File: src/rtl/mdma_pkg.sv
package mdma_pkg;

  typedef enum logic [2:0] {
    ST_IDLE   = 3'd0,
    ST_WAITRQ = 3'd1,
    ST_ACKSU  = 3'd2,
    ST_STROBE = 3'd3,
    ST_RECOV  = 3'd4,
    ST_ACKHLD = 3'd5
  } seq_st_t;

  function automatic int unsigned max_of4(int unsigned a, int unsigned b,
                                          int unsigned c, int unsigned d);
    int unsigned m;
    m = a;
    if (b > m) m = b;
    if (c > m) m = c;
    if (d > m) m = d;
    return m;
  endfunction

endpackage

File: src/rtl/mdma_phase_timer.sv
module mdma_phase_timer #(
  parameter int TW = 2
) (
  input  logic          clk,
  input  logic          rst_n,
  input  logic          load_i,
  input  logic [TW-1:0] val_i,
  output logic          exp_o
);

  logic [TW-1:0] cnt_q, cnt_d;

  always_comb begin
    cnt_d = cnt_q;
    if (load_i)          cnt_d = val_i;
    else if (cnt_q != '0) cnt_d = cnt_q - 1'b1;
  end

  always_ff @(posedge clk or negedge rst_n) begin
    if (!rst_n) cnt_q <= '0;
    else        cnt_q <= cnt_d;
  end

  assign exp_o = (cnt_q == '0);

endmodule

File: src/rtl/mdma_word_count.sv
module mdma_word_count #(
  parameter int CW = 16
) (
  input  logic          clk,
  input  logic          rst_n,
  input  logic          load_i,
  input  logic [CW-1:0] val_i,
  input  logic          dec_i,
  output logic          zero_o,
  output logic          last_o
);

  logic [CW-1:0] left_q, left_d;

  always_comb begin
    left_d = left_q;
    if (load_i)     left_d = val_i;
    else if (dec_i) left_d = left_q - 1'b1;
  end

  always_ff @(posedge clk or negedge rst_n) begin
    if (!rst_n) left_q <= '0;
    else        left_q <= left_d;
  end

  assign zero_o = (left_q == '0);
  assign last_o = (left_q == CW'(1));

  AST_NO_UNDERFLOW: assert property (@(posedge clk) disable iff (!rst_n)
    dec_i |-> !zero_o);

endmodule

File: src/rtl/mdma_seq_fsm.sv
module mdma_seq_fsm
  import mdma_pkg::*;
#(
  parameter int T_ACK_SU  = 1,
  parameter int T_ACT     = 4,
  parameter int T_REC     = 2,
  parameter int T_ACK_HLD = 1,
  parameter int TW        = 2
) (
  input  logic          clk,
  input  logic          rst_n,
  input  logic          start_i,
  input  logic          zero_i,
  input  logic          last_i,
  input  logic          t_exp_i,
  input  logic          dmarq_i,
  input  logic          host_stop_i,
  input  logic          rd_dir_i,
  input  logic          wr_valid_i,
  output seq_st_t       state_o,
  output logic          t_load_o,
  output logic [TW-1:0] t_val_o,
  output logic          dec_o,
  output logic          fin_o,
  output logic          wr_take_o,
  output logic          rd_take_o
);

  localparam logic [TW-1:0] LD_SU  = TW'(T_ACK_SU - 1);
  localparam logic [TW-1:0] LD_ACT = TW'(T_ACT - 1);
  localparam logic [TW-1:0] LD_REC = TW'(T_REC - 1);
  localparam logic [TW-1:0] LD_HLD = TW'(T_ACK_HLD - 1);

  seq_st_t st_q, st_d;
  logic    drop_q, drop_d;
  logic    word_ok;

  assign word_ok = rd_dir_i | wr_valid_i;

  always_comb begin
    st_d      = st_q;
    t_load_o  = 1'b0;
    t_val_o   = '0;
    dec_o     = 1'b0;
    fin_o     = 1'b0;
    wr_take_o = 1'b0;
    rd_take_o = 1'b0;
    unique case (st_q)
      ST_IDLE: begin
        if (start_i) st_d = ST_WAITRQ;
      end
      ST_WAITRQ: begin
        if (zero_i) begin
          fin_o = 1'b1;
          st_d  = ST_IDLE;
        end else if (dmarq_i && !host_stop_i && word_ok) begin
          st_d     = ST_ACKSU;
          t_load_o = 1'b1;
          t_val_o  = LD_SU;
        end
      end
      ST_ACKSU: begin
        if (t_exp_i) begin
          if (host_stop_i) begin
            st_d     = ST_ACKHLD;
            t_load_o = 1'b1;
            t_val_o  = LD_HLD;
          end else if (word_ok) begin
            st_d      = ST_STROBE;
            t_load_o  = 1'b1;
            t_val_o   = LD_ACT;
            wr_take_o = !rd_dir_i;
          end
        end
      end
      ST_STROBE: begin
        if (t_exp_i) begin
          dec_o     = 1'b1;
          rd_take_o = rd_dir_i;
          t_load_o  = 1'b1;
          if (last_i || drop_q || !dmarq_i || host_stop_i) begin
            st_d    = ST_ACKHLD;
            t_val_o = LD_HLD;
          end else begin
            st_d    = ST_RECOV;
            t_val_o = LD_REC;
          end
        end
      end
      ST_RECOV: begin
        if (t_exp_i) begin
          if (host_stop_i || !dmarq_i) begin
            st_d     = ST_ACKHLD;
            t_load_o = 1'b1;
            t_val_o  = LD_HLD;
          end else if (word_ok) begin
            st_d      = ST_STROBE;
            t_load_o  = 1'b1;
            t_val_o   = LD_ACT;
            wr_take_o = !rd_dir_i;
          end
        end
      end
      ST_ACKHLD: begin
        if (t_exp_i) begin
          if (zero_i) begin
            fin_o = 1'b1;
            st_d  = ST_IDLE;
          end else begin
            st_d  = ST_WAITRQ;
          end
        end
      end
      default: st_d = ST_IDLE;
    endcase
  end

  always_comb begin
    drop_d = 1'b0;
    if (st_q == ST_STROBE && st_d == ST_STROBE) drop_d = drop_q | !dmarq_i;
  end

  always_ff @(posedge clk or negedge rst_n) begin
    if (!rst_n) begin
      st_q   <= ST_IDLE;
      drop_q <= 1'b0;
    end else begin
      st_q   <= st_d;
      drop_q <= drop_d;
    end
  end

  assign state_o = st_q;

  AST_HOLD_AFTER_STROBE: assert property (@(posedge clk) disable iff (!rst_n)
    (st_q == ST_STROBE && st_d != ST_STROBE) |-> (st_d == ST_RECOV || st_d == ST_ACKHLD));

endmodule

File: src/rtl/mdma_host_seq.sv
module mdma_host_seq
  import mdma_pkg::*;
#(
  parameter int CW        = 16,
  parameter int DW        = 16,
  parameter int T_ACK_SU  = 1,
  parameter int T_ACT     = 4,
  parameter int T_REC     = 2,
  parameter int T_ACK_HLD = 1
) (
  input  logic          clk,
  input  logic          rst_n,
  input  logic          start_i,
  input  logic          rd_dir_i,
  input  logic [CW-1:0] xfer_words_i,
  input  logic          host_stop_i,
  input  logic          wr_valid_i,
  input  logic [DW-1:0] wr_data_i,
  output logic          wr_ready_o,
  output logic          rd_valid_o,
  output logic [DW-1:0] rd_data_o,
  output logic          done_o,
  input  logic          dmarq_i,
  output logic          dmack_n_o,
  output logic          dior_n_o,
  output logic          diow_n_o,
  output logic [DW-1:0] dd_o,
  output logic          dd_oe_o,
  input  logic [DW-1:0] dd_i
);

  localparam int TMAX  = int'(max_of4(T_ACK_SU, T_ACT, T_REC, T_ACK_HLD));
  localparam int TW    = (TMAX < 2) ? 1 : $clog2(TMAX);
  localparam int RUN_W = $clog2(T_ACT + 2);

  seq_st_t       state;
  logic          t_load, t_exp, dec, fin, wr_take, rd_take;
  logic [TW-1:0] t_val;
  logic          zero, last;
  logic          start_acc;
  logic          rd_q, rd_d;
  logic          done_q, done_d;
  logic          rdv_q, rdv_d;
  logic [DW-1:0] rdd_q, rdd_d;
  logic [DW-1:0] wdd_q, wdd_d;
  logic          ack_on;

  assign start_acc = start_i && (state == ST_IDLE);

  mdma_phase_timer #(.TW(TW)) u_timer (
    .clk    (clk),
    .rst_n  (rst_n),
    .load_i (t_load),
    .val_i  (t_val),
    .exp_o  (t_exp)
  );

  mdma_word_count #(.CW(CW)) u_count (
    .clk    (clk),
    .rst_n  (rst_n),
    .load_i (start_acc),
    .val_i  (xfer_words_i),
    .dec_i  (dec),
    .zero_o (zero),
    .last_o (last)
  );

  mdma_seq_fsm #(
    .T_ACK_SU  (T_ACK_SU),
    .T_ACT     (T_ACT),
    .T_REC     (T_REC),
    .T_ACK_HLD (T_ACK_HLD),
    .TW        (TW)
  ) u_fsm (
    .clk         (clk),
    .rst_n       (rst_n),
    .start_i     (start_i),
    .zero_i      (zero),
    .last_i      (last),
    .t_exp_i     (t_exp),
    .dmarq_i     (dmarq_i),
    .host_stop_i (host_stop_i),
    .rd_dir_i    (rd_q),
    .wr_valid_i  (wr_valid_i),
    .state_o     (state),
    .t_load_o    (t_load),
    .t_val_o     (t_val),
    .dec_o       (dec),
    .fin_o       (fin),
    .wr_take_o   (wr_take),
    .rd_take_o   (rd_take)
  );

  always_comb begin
    rd_d   = start_acc ? rd_dir_i : rd_q;
    done_d = start_acc ? 1'b0 : (fin ? 1'b1 : done_q);
    rdv_d  = rd_take;
    rdd_d  = rd_take ? dd_i : rdd_q;
    wdd_d  = wr_take ? wr_data_i : wdd_q;
  end

  always_ff @(posedge clk or negedge rst_n) begin
    if (!rst_n) begin
      rd_q   <= 1'b0;
      done_q <= 1'b0;
      rdv_q  <= 1'b0;
      rdd_q  <= '0;
      wdd_q  <= '0;
    end else begin
      rd_q   <= rd_d;
      done_q <= done_d;
      rdv_q  <= rdv_d;
      rdd_q  <= rdd_d;
      wdd_q  <= wdd_d;
    end
  end

  assign ack_on     = (state == ST_ACKSU) || (state == ST_STROBE) ||
                      (state == ST_RECOV) || (state == ST_ACKHLD);
  assign dmack_n_o  = !ack_on;
  assign dior_n_o   = !((state == ST_STROBE) && rd_q);
  assign diow_n_o   = !((state == ST_STROBE) && !rd_q);
  assign dd_oe_o    = ack_on && !rd_q;
  assign dd_o       = wdd_q;
  assign wr_ready_o = wr_take;
  assign rd_valid_o = rdv_q;
  assign rd_data_o  = rdd_q;
  assign done_o     = done_q;

  // strobe low-run counter used only by the width check
  logic             stb_low;
  logic [RUN_W-1:0] a_run_q;
  assign stb_low = !(dior_n_o && diow_n_o);
  always_ff @(posedge clk or negedge rst_n) begin
    if (!rst_n)                             a_run_q <= '0;
    else if (!stb_low)                      a_run_q <= '0;
    else if (a_run_q != {RUN_W{1'b1}})      a_run_q <= a_run_q + 1'b1;
  end

  AST_ACK_AFTER_REQ: assert property (@(posedge clk) disable iff (!rst_n)
    $fell(dmack_n_o) |-> $past(dmarq_i));
  AST_STROBE_WIDTH: assert property (@(posedge clk) disable iff (!rst_n)
    $rose(dior_n_o && diow_n_o) |-> (a_run_q == RUN_W'(T_ACT)));
  AST_STROBE_IN_ACK: assert property (@(posedge clk) disable iff (!rst_n)
    stb_low |-> (!dmack_n_o && (dior_n_o || diow_n_o)));
  AST_RDV_ON_RISE: assert property (@(posedge clk) disable iff (!rst_n)
    rd_valid_o |-> $rose(dior_n_o));
  AST_NO_STROBE_ON_STOP: assert property (@(posedge clk) disable iff (!rst_n)
    $fell(dior_n_o && diow_n_o) |-> !$past(host_stop_i));
  AST_DONE_QUIET: assert property (@(posedge clk) disable iff (!rst_n)
    done_o |-> dmack_n_o);
  AST_READY_NEEDS_VALID: assert property (@(posedge clk) disable iff (!rst_n)
    wr_ready_o |-> wr_valid_i);

endmodule

File: config.mk
export PLATFORM = sky130hd
export DESIGN_NAME = mdma_host_seq
export DESIGN_NICKNAME = d
export VERILOG_FILES = /design/src/rtl/mdma_pkg.sv /design/src/rtl/mdma_phase_timer.sv /design/src/rtl/mdma_word_count.sv /design/src/rtl/mdma_seq_fsm.sv /design/src/rtl/mdma_host_seq.sv
export SDC_FILE = /design/constraint.sdc
export NUM_CORES = 1
export LEC_CHECK = 0
export CORE_MARGIN = 2
export CORE_UTILIZATION = 49
export CTS_CLUSTER_SIZE = 40
export DETAILED_ROUTE_END_ITERATION = 10
export PLACE_DENSITY = 0.85
export SLEW_MARGIN = 20
export SYNTH_ARGS = -nofsm -noshare
export SYNTH_HDL_FRONTEND = slang
export SYNTH_HIERARCHICAL = 1
export SYNTH_SLANG_ARGS = --single-unit
File: constraint.sdc
create_clock -name clk -period 4.27 [get_ports clk]
set_clock_uncertainty 0.15 [all_clocks]
set_input_delay 1.0675 -clock clk [delete_from_list [all_inputs] [get_ports clk]]
set_output_delay 1.0675 -clock clk [all_outputs]
set_load 0.01 [all_outputs]
==> results of run 1 <==
==> logic make-up after synthesis <==
kind of cell             count (synthesis)
XOR/XNOR                                14
buffers and inverters                   17
adder cells (fa/ha/maj)                  3
multiplexers                            35
AND/OR/NAND/NOR                         79
AO/OA/AOI/OAI                           39
flip-flops                              57
==> sequential cells by signal (all words and copies together) (netlist names) <==
register,count
done_o,1
dd_o,16
u_count/left_q,16
rd_valid_o,1
u_fsm/drop_q,1
rd_q,1
rd_data_o,16
u_fsm/state_o,3
u_timer/cnt_q,2
==> worst register-to-register path: stages (launching register included) <==
cell                      delay [ps]
sky130_fd_sc_hd__dfrtp_1         390
sky130_fd_sc_hd__inv_1            60
sky130_fd_sc_hd__ha_1            420
sky130_fd_sc_hd__and3_4          350
sky130_fd_sc_hd__nor3b_2         320
sky130_fd_sc_hd__nand4_1         260
sky130_fd_sc_hd__or4_1           460
sky130_fd_sc_hd__a31oi_1         200
==> cell usage after synthesis (4+ instances only) <==
cell                       number
sky130_fd_sc_hd__nand4_1        6
sky130_fd_sc_hd__nor2b_1        4
sky130_fd_sc_hd__nor3_1         4
sky130_fd_sc_hd__a31oi_1        4
sky130_fd_sc_hd__xnor2_1        5
sky130_fd_sc_hd__dfrtp_1       57
sky130_fd_sc_hd__nor2_1        12
sky130_fd_sc_hd__o21ai_0       21
sky130_fd_sc_hd__buf_2          5
sky130_fd_sc_hd__mux2_2        33
sky130_fd_sc_hd__inv_1          7
sky130_fd_sc_hd__clkbuf_1       4
sky130_fd_sc_hd__nand2_1       22
sky130_fd_sc_hd__xor2_1         9
==> worst min-delay path by stage <==
| stage | startpoint | to | slack (ps) |
|---|---|---|---|
| 5_1_grt | rd_data_o[15]$_DFFE_PN0P_ | rd_data_o[15]$_DFFE_PN0P_ | 370 |
| 4_1_cts | dd_o[13]$_DFFE_PN0P_ | dd_o[13]$_DFFE_PN0P_ | 360 |
| 3_3_place_gp | rd_data_o[2]$_DFFE_PN0P_ | rd_data_o[2]$_DFFE_PN0P_ | 340 |
| 2_1_floorplan | done_o$_DFFE_PN0P_ | done_o$_DFFE_PN0P_ | 380 |
| 3_5_place_dp | done_o$_DFFE_PN0P_ | done_o$_DFFE_PN0P_ | 340 |
| 6_report | rd_data_o[11]$_DFFE_PN0P_ | rd_data_o[11]$_DFFE_PN0P_ | 350 |
==> layout make-up <==
| type | count | area, µm² | area share (%) |
|---|---|---|---|
| Clock buffer | 12 | 155 | 3.88 |
| Timing Repair Buffer | 97 | 956 | 23.9 |
| Inverter | 7 | 26.3 | 0.657 |
| Sequential cell | 57 | 1430 | 35.7 |
| Clock inverter | 3 | 40.0 | 1.00 |
| Tap cell | 72 | 90.1 | 2.25 |
| Multi-Input combinational cell | 170 | 1300 | 32.6 |
==> stage by stage <==
stage	hold WS, ps	std cells	utilization, %
finish	353	418	72.6
global route	375	418	72.6
CTS	359	418	72.6
detailed placement	342	403	69.0
global placement	338	403	69.0
floorplan	375	244	-
==> power by group <==
group | switching [µW] | internal [µW] | leakage (µW) | total, µW
Clock | 198 | 296 | 0.000102 | 494
Combinational | 389 | 542 | 0.000829 | 931
Sequential | 205 | 749 | 0.000730 | 954
==> metal layers <==
metal / track usage (%) / vias up / part of all wire [%]
li1: - / 1058 / -
met1: 28.1 / 1040 / 47
met2: 31.3 / 96 / 45
met3: 7.24 / 5 / 7.7
met4: 6.55 / 0 / 0.84
met5: 0 / - / 0
==> reports/qor.tcl, run 1 <==
set qor(leakage_uw) 0.00166
set qor(finalWorstSetupSlack_ps) 417
set qor(area_delta_synth_final_pct) 42.6
set qor(synth.distinct_cells) 52
set qor(post_synth_main_area_contributors) {sky130_fd_sc_hd__dfrtp_1 51%, sky130_fd_sc_hd__mux2_2 13%, sky130_fd_sc_hd__o21ai_0 3.8%}
set qor(maxCapViolations) 0
set qor(die_height_um) 79.6
set qor(fp.coreArea_um2) 5510
set qor(fp.dieArea_um2) 6340
set qor(crit_fanout) 5
set qor(synth-edff-count) 0
set qor(drv_slew) 0
set qor(postSynth.asyncResetShare_pct) 100
set qor(buffers_inverters_on_critical_path) 3
set qor(min_path_cells) 1
set qor(final_layout_size_suffix_gt1_share_pct) 19.9
set qor(cts_setup_buffers) 0
set qor(timing_hold_violations_final) 0
set qor(status) {completed}
set qor(nFillCells) 388
set qor(max-vdd-ir-drop_mv) 0.375
set qor(globalRoute.totalOverflow) 0
set qor(synthCells) 244
set qor(synthAdderAreaFrac_pct) 1.34
set qor(netlist.top_cell.by_area) {sky130_fd_sc_hd__dfrtp_1}
set qor(detail-route-antenna-nets) 0
set qor(cts.sinks) 57
set qor(drt_iter0_markers) 70
set qor(synth-seq-cells) 57
set qor(ctsResizeCount) 0
set qor(avgSynthCellArea_um2) 11.5
set qor(worstReg2RegStart) {u_timer/cnt_q[0]$_DFFE_PN0P_}
set qor(synthesis.nets) 302
set qor(wirelength_um) 6280
set qor(muxShareOfSynthArea_pct) 14.2
set qor(clock.fmax_mhz) 260
set qor(relSlewSlack_pct) 49.2
set qor(synth_area_um2) 2800
set qor(setup.reg_to_reg.worst_slack_ps) 1570
set qor(ff2ff_path_depth) 7
set qor(worst_path_dominant_cell_family) {buffers and inverters}
set qor(drt_pre_antenna_iters) 4
set qor(end_kind) {output port}
set qor(cts_tree) {built}
set qor(critical_path_cell_count) 5
set qor(grt_use_total_pct) 20.8
set qor(wire_length_of_the_first_global_routing_pass_um) 9970
set qor(viasPerCell) 5.26
set qor(timing.critical_path.slowest_stage_cell) {sky130_fd_sc_hd__clkdlybuf4s50_1}
set qor(layout_worst_path_cycle_share_pct) 90.2
set qor(most-common-layout-cells) {92 x sky130_fd_sc_hd__clkdlybuf4s50_1, 57 x sky130_fd_sc_hd__dfrtp_1, 33 x sky130_fd_sc_hd__mux2_2}
set qor(cp-startpoint) {host_stop_i}
set qor(cts.htree.levels) 3
set qor(antenna_found_initial) 0
set qor(layout_commonest_cell) {sky130_fd_sc_hd__clkdlybuf4s50_1}
set qor(preCtsSetupSlack_ps) 424
set qor(placement.io_buffers) 93
set qor(placedInstanceArea_um2) 3800
set qor(detailroute.via_count) 2199
set qor(routability_congestion) 0.855
set qor(total_power_uw) 2380
set qor(cp_cell_sequence) {clkdlybuf4s50_1 -> inv_1 -> nand3_2 -> nor3b_2 -> clkdlybuf4s50_1}
set qor(yosys_warnings) 6
set qor(synth_xor_xnor_area_share_pct) 4.38
set qor(synth-main-ff-cell) {sky130_fd_sc_hd__dfrtp_1}
set qor(timing.final.setup_violations) 0
set qor(skew_pair_late_insertion_delay_ps) 330
set qor(drc) 0
set qor(start_util_pct) 50.9
set qor(rr_endpoint) {u_count/left_q[13]$_DFFE_PN0P_}
set qor(num_rows) 27
set qor(die-width_um) 79.6
set qor(finish.instance_area_um2) 4000
set qor(maximum_clock_path_buffer_count) 2
set qor(cts.hold.buffers_added) 0
set qor(unrepaired_setup_endpoints_after_global_routing) {no}
set qor(cp.required_ps) 3050
set qor(pin_count) 94
set qor(tritoncts.num_buffers) 9
set qor(most_frequent_cell_on_the_critical_path) {sky130_fd_sc_hd__clkdlybuf4s50_1}
set qor(first_global_vias) 2102
set qor(yosys_top_cell_area_share_pct) 50.9
set qor(finalNetCount) 400
set qor(crit_path_start_kind) {input port}
set qor(grt_max_degree) 35
set qor(tightestPinTransition_ps) 762
set qor(synth-simple-area-share_pct) 18.3
set qor(critPathKind) {in -> out}
set qor(detailed_place_hpwl_um) 4520
set qor(clk_pin_slew_worst_paths_ps) 60
set qor(crit_path_max_cell_delay_ps) 560
set qor(timing.final.crit_period_ps) 3850
set qor(ys_seq_area_share_pct) 50.9
set qor(critPathArrivalTime_ps) 2640
set qor(pwr_density_cell_nw_per_um2) 595
set qor(worstSetupEndpoint) {wr_ready_o}
set qor(timing.hold.worst.class) {reg -> reg}
set qor(drt-wirelength-per-cell_um) 15.0
set qor(antennaDiodeCount) 0
set qor(fraction_of_the_mapped_netlist_area_in_compound_gates_pct) 8.35
set qor(setup-tns-final_ps) 0
set qor(cts.root.buffer_cell) {sky130_fd_sc_hd__clkbuf_8}
set qor(largest_family_of_logic_cells_by_synthesized_area) {simple AND/OR/NAND/NOR gates}
Note: power is estimated with default switching activity, not from simulation.
==> inputs of run 2 (changes only) <==
Settings changed: ABC_AREA set to 1, CAP_MARGIN set to 30, CORE_UTILIZATION 49 to 51, PLACE_DENSITY 0.85 to 0.86.
==> reports/qor.tcl, run 2 <==
set qor(synth.cells.most_frequent) {106 x sky130_fd_sc_hd__nand2_1, 66 x sky130_fd_sc_hd__inv_1, 57 x sky130_fd_sc_hd__dfrtp_1}
set qor(die_height_um) 82.3
set qor(num_rows) 28
set qor(synth_area_um2) 3120
set qor(finalNonFillerCells) 572
set qor(clock.fmax_mhz) 264
set qor(relSlewSlack_pct) 45.3
set qor(netlist.top_cell.by_area) {sky130_fd_sc_hd__dfrtp_1}
set qor(cts.sinks) 57
set qor(leakage_uw) 0.00203
set qor(start_util_pct) 52.7
set qor(crit_path_max_cell_delay_ps) 560
set qor(yosys_top_cell_area_share_pct) 45.7
set qor(sequential_cell_area_um2) 1430
set qor(setup-tns-final_ps) 0
set qor(synth-seq-cells) 57
set qor(ctsResizeCount) 0
set qor(detailed_place_hpwl_um) 5400
set qor(detail-route-antenna-nets) 0
set qor(grt_max_degree) 37
set qor(skew_pair_late_insertion_delay_ps) 320
set qor(drv_slew) 0
set qor(maxCapViolations) 0
set qor(clk_pin_slew_worst_paths_ps) 70
set qor(pin_count) 94
set qor(first_global_vias) 2639
set qor(timing.hold.worst.class) {reg -> reg}
set qor(synthCells) 396
set qor(wirelength_um) 7280
set qor(synthesis.nets) 454
set qor(origin_of_the_worst_min_delay_path) {dd_o[1]$_DFFE_PN0P_}
set qor(tightestPinTransition_ps) 820
set qor(nFillCells) 442
set qor(synth.distinct_cells) 32
set qor(finish.instance_area_um2) 4280
set qor(area_delta_synth_final_pct) 37.1
set qor(fp.dieArea_um2) 6770
set qor(wire_length_of_the_first_global_routing_pass_um) 11400
set qor(placedInstanceArea_um2) 4090
set qor(cts.root.buffer_cell) {sky130_fd_sc_hd__clkbuf_8}
set qor(max-vdd-ir-drop_mv) 0.311
set qor(drt_pre_antenna_iters) 6
set qor(drt_iter0_markers) 139
set qor(postSynth.asyncResetShare_pct) 100
set qor(cp.required_ps) 3050
set qor(worstReg2RegStart) {u_fsm/state_o[2]$_DFF_PN0_}
set qor(maximum_clock_path_buffer_count) 2
set qor(layout_commonest_cell) {sky130_fd_sc_hd__nand2_1}
set qor(multi_input_comb_area_um2) 1350
set qor(drt-wirelength-per-cell_um) 12.7
set qor(cts.hold.buffers_added) 0
set qor(numPlacedInstances) 557
set qor(cp-startpoint) {host_stop_i}
set qor(critPathArrivalTime_ps) 2570
set qor(tritoncts.num_buffers) 9
set qor(antennaDiodeCount) 0
set qor(cts_setup_buffers) 0
set qor(unrepaired_setup_endpoints_after_global_routing) {no}
set qor(viasPerCell) 4.99
set qor(drc) 0
set qor(ys_seq_area_share_pct) 45.7
set qor(cts_tree) {built}
set qor(antenna_found_initial) 0
set qor(pwr_density_cell_nw_per_um2) 638
set qor(final_core_util_pct) 72.3
set qor(timing_hold_violations_final) 0
set qor(grt_use_total_pct) 22.0
set qor(critPathKind) {in -> out}
set qor(globalRoute.totalOverflow) 0
set qor(die-width_um) 82.3
set qor(yosys_warnings) 6
set qor(synth-edff-count) 0
set qor(placement.io_buffers) 93
set qor(end_kind) {output port}
set qor(cts.htree.levels) 3
set qor(synth-main-ff-cell) {sky130_fd_sc_hd__dfrtp_1}
set qor(cp_cell_sequence) {clkdlybuf4s50_1 -> inv_1 -> o21ai_2 -> nor3_4 -> clkdlybuf4s50_1}
set qor(layout_worst_path_cycle_share_pct) 88.7
set qor(crit_fanout) 3
set qor(post_synth_main_area_contributors) {sky130_fd_sc_hd__dfrtp_1 46%, sky130_fd_sc_hd__nand2_1 13%, sky130_fd_sc_hd__inv_1 7.9%}
set qor(timing.critical_path.slowest_stage_cell) {sky130_fd_sc_hd__clkdlybuf4s50_1}
set qor(finalNetCount) 551
set qor(status) {completed}
set qor(avgSynthCellArea_um2) 7.89
set qor(final_layout_size_suffix_gt1_share_pct) 10.9
set qor(timing.final.setup_violations) 0
set qor(crit_path_start_kind) {input port}
set qor(timing.final.crit_period_ps) 3790
set qor(total_power_uw) 2730
set qor(detailroute.via_count) 2856
set qor(most-common-layout-cells) {106 x sky130_fd_sc_hd__nand2_1, 92 x sky130_fd_sc_hd__clkdlybuf4s50_1, 66 x sky130_fd_sc_hd__inv_1}
set qor(fp.coreArea_um2) 5920
set qor(most_frequent_cell_on_the_critical_path) {sky130_fd_sc_hd__clkdlybuf4s50_1}
set qor(synthMostInstantiatedCell) {sky130_fd_sc_hd__nand2_1}
set qor(routability_congestion) 0.869
run 2: cell count changes in the layout (fill, tap and decap cells not counted), moves of 6 or more:
| cell | previous run | this run |
|---|---|---|
| sky130_fd_sc_hd__a22oi_1 | 0 | 12 |
| sky130_fd_sc_hd__inv_1 | 7 | 66 |
| sky130_fd_sc_hd__mux2_2 | 33 | 0 |
| sky130_fd_sc_hd__nand2_1 | 22 | 106 |
| sky130_fd_sc_hd__nand3_1 | 1 | 16 |
| sky130_fd_sc_hd__nor2_1 | 12 | 26 |
| sky130_fd_sc_hd__nor2_2 | 0 | 11 |
| sky130_fd_sc_hd__o21ai_0 | 21 | 28 |
| sky130_fd_sc_hd__o21ai_1 | 1 | 9 |
| sky130_fd_sc_hd__o21ai_2 | 0 | 12 |
| sky130_fd_sc_hd__xor2_1 | 9 | 3 |
run 2: path summary, 6_finish.rpt:
| path | endpoint | slack (ps) | cells past startpoint |
|---|---|---|---|
| min in group asynchronous | dd_o[3]$_DFFE_PN0P_ | 690 | 1 |
| worst min-delay path | dd_o[1]$_DFFE_PN0P_ | 360 | 2 |
| max in group asynchronous | rd_data_o[11]$_DFFE_PN0P_ | 2490 | 2 |
| worst max register to register | u_count/left_q[2]$_DFFE_PN0P_ | 1920 | 6 |
| worst min register to register | dd_o[1]$_DFFE_PN0P_ | 360 | 2 |
| worst max-delay path | wr_ready_o | 480 | 5 |
run 2: critical path: cells and delay by family:
family | cells | cell delay, ps
simple gates | 1 | 200
compound gates | 1 | 100
buf+inv | 3 | 1200
run 2: kinds of logic after synthesis:
group,count (synthesis),share of synthesized area (%)
fa+ha+maj,3,1.20
compound gates,71,14.4
simple gates,179,25.6
buf+inv,80,11.5
xor+xnor,6,1.68
flops,57,45.7
run 2: layout make-up:
type                    instances  area share (%)
well taps                      75            2.19
clock buffers                  12            3.62
repair buffers                 96            22.3
clock inverters                 3           0.935
inverters                      70            6.14
flip-flops and latches         57            33.3
multi-input cells             259            31.5
run 2: metal layers:
layer / share of wire (%) / up-vias / GRT usage (%)
met3: 8.1 / 12 / 5.87
met1: 43 / 1285 / 26.0
met2: 47 / 112 / 37.8
li1: - / 1447 / -
met5: 0 / - / 0
met4: 1.5 / 0 / 8.83
run 2: power breakdown:
| part | leakage, µW | total (µW) | switching, µW | internal, µW |
|---|---|---|---|---|
| logic | 0.00128 | 1270 | 686 | 586 |
| clock network | 0.000102 | 499 | 203 | 296 |
| registers | 0.000645 | 961 | 197 | 764 |
run 2: per-stage QoR:
stage                     setup slack (ps)  hold slack [ps]
final                                  483              360
after global routing                   367              391
after CTS                              479              364
after detailed placement               478              348
after global placement                 515              343
after floorplan                       1410              328
==> inputs of run 3 (changes only) <==
Settings changed: CELL_PAD_IN_SITES_DETAIL_PLACEMENT set to 2, CELL_PAD_IN_SITES_GLOBAL_PLACEMENT set to 2, CORE_UTILIZATION 51 to 28, PLACE_DENSITY 0.86 to unset, PLACE_DENSITY_LB_ADDON set to 0.1.
==> reports/qor.tcl, run 3 (synthesized netlist as in run 2, its figures left out) <==
set qor(pin_count) 94
set qor(routability_congestion) 0.790
set qor(skew_pair_late_insertion_delay_ps) 340
set qor(nFillCells) 1248
set qor(drt-wirelength-per-cell_um) 15.9
set qor(crit_fanout) 3
set qor(wire_length_of_the_first_global_routing_pass_um) 16300
set qor(wirelength_um) 10200
set qor(start_util_pct) 28.8
set qor(max-vdd-ir-drop_mv) 0.188
set qor(detail-route-antenna-nets) 0
set qor(antenna_found_initial) 0
set qor(leakage_uw) 0.00204
set qor(cts.hold.buffers_added) 0
set qor(cts_setup_buffers) 0
set qor(unrepaired_setup_endpoints_after_global_routing) {no}
set qor(drv_slew) 0
set qor(antennaDiodeCount) 0
set qor(drt-met1-wl_um) 4670
set qor(globalRoute.totalOverflow) 0
set qor(cts_tree) {built}
set qor(detailed_place_hpwl_um) 7800
set qor(crit_path_start_kind) {input port}
set qor(grt_use_total_pct) 17.9
set qor(clk_pin_slew_worst_paths_ps) 70
set qor(wl_met2_um) 4880
set qor(drt_pre_antenna_iters) 4
set qor(pwr_density_cell_nw_per_um2) 632
set qor(tritoncts.num_buffers) 9
set qor(ctsResizeCount) 0
set qor(die-width_um) 110
set qor(area_delta_synth_final_pct) 41.0
set qor(route.top_layer_used) {met4}
set qor(viasPerCell) 4.70
set qor(finalWorstSetupSlack_ps) 455
set qor(relSlewSlack_pct) 48.5
set qor(critPathArrivalTime_ps) 2600
set qor(setup-tns-final_ps) 0
set qor(timing_hold_violations_final) 0
set qor(clock.fmax_mhz) 262
set qor(fp.coreArea_um2) 10800
set qor(timing.final.setup_violations) 0
set qor(num_rows) 38
set qor(maximum_clock_path_buffer_count) 2
set qor(critPathKind) {in -> out}
set qor(die_height_um) 110
set qor(final_layout_size_suffix_gt1_share_pct) 11.6
set qor(drt_iter0_markers) 99
set qor(status) {completed}
set qor(first_global_vias) 3211
set qor(cts.sinks) 57
set qor(layout_commonest_cell) {sky130_fd_sc_hd__nand2_1}
set qor(multi_input_comb_area_um2) 1350
set qor(cts.htree.levels) 3
set qor(tightestPinTransition_ps) 772
set qor(layout_worst_path_cycle_share_pct) 89.4
set qor(timing.final.crit_period_ps) 3820
set qor(finalNetCount) 553
set qor(most-common-layout-cells) {106 x sky130_fd_sc_hd__nand2_1, 92 x sky130_fd_sc_hd__clkdlybuf4s50_1, 66 x sky130_fd_sc_hd__inv_1}
set qor(sequential_cell_area_um2) 1430
set qor(timing.hold.worst.class) {reg -> reg}
set qor(grt_max_degree) 33
set qor(detailroute.wirelength.met3_um) 525
set qor(preCtsSetupSlack_ps) 457
set qor(cp.required_ps) 3050
set qor(cts.root.buffer_cell) {sky130_fd_sc_hd__clkbuf_8}
set qor(detailroute.via_count) 3007
set qor(placement.io_buffers) 93
set qor(end_kind) {output port}
set qor(fp.dieArea_um2) 12000
set qor(maxCapViolations) 0
set qor(drc) 0
==> run 3: cell types whose count changed in the layout (fill, tap and decap cells not counted), sizes merged <==
cell	change
clkinv	+1
clkinvlp	+2
buf	+2
bufinv	-1
clkbuf	-1
==> run 3: worst paths after layout <==
check | startpoint | to | slack, ps | cells after the start
max in group asynchronous | rst_n | rd_data_o[9]$_DFFE_PN0P_ | 2920 | 3
setup reg to reg | u_fsm/state_o[2]$_DFF_PN0_ | u_count/left_q[2]$_DFFE_PN0P_ | 1700 | 6
hold / removal | dd_o[13]$_DFFE_PN0P_ | dd_o[13]$_DFFE_PN0P_ | 370 | 2
setup / recovery | host_stop_i | wr_ready_o | 450 | 5
min in group asynchronous | rst_n | dd_o[11]$_DFFE_PN0P_ | 470 | 1
hold reg to reg | dd_o[13]$_DFFE_PN0P_ | dd_o[13]$_DFFE_PN0P_ | 370 | 2
==> run 3: where the power goes <==
part / internal (µW) / switching, µW
registers: 763 / 207
clock network: 239 / 240
logic: 592 / 742
==> run 3: final cells by class <==
cell class,count,share of cell area [%]
clock buffers,11,3.44
clock inverters,5,0.682
inverters,70,5.97
multi-input cells,259,30.6
flip-flops and latches,57,32.4
well taps,140,3.98
repair buffers,98,23.0
==> run 3: worst max-delay path, stage by stage <==
cell	delay [ps]
sky130_fd_sc_hd__clkdlybuf4s50_1	490
sky130_fd_sc_hd__inv_1	160
sky130_fd_sc_hd__o21ai_2	100
sky130_fd_sc_hd__nor3_4	210
sky130_fd_sc_hd__clkdlybuf4s50_1	570
==> run 3: metrics by stage <==
step	utilization (%)	total power, µW	std cells	hold WS, ps	cell area (µm²)
after floorplan	-	1740	396	328	3120
after global placement	38.3	2240	621	342	4150
after detailed placement	39.0	2330	624	357	4220
after CTS	40.6	2830	640	375	4400
after global routing	40.6	3040	640	398	4400
final	40.6	2780	640	365	4400
==> run 3: per-layer routing <==
| metal | up-vias | global-route usage [%] |
|---|---|---|
| met5 | - | 0 |
| met4 | 0 | 5.33 |
| met3 | 9 | 4.09 |
| met2 | 74 | 30.2 |
| met1 | 1474 | 23.0 |
| li1 | 1450 | - |
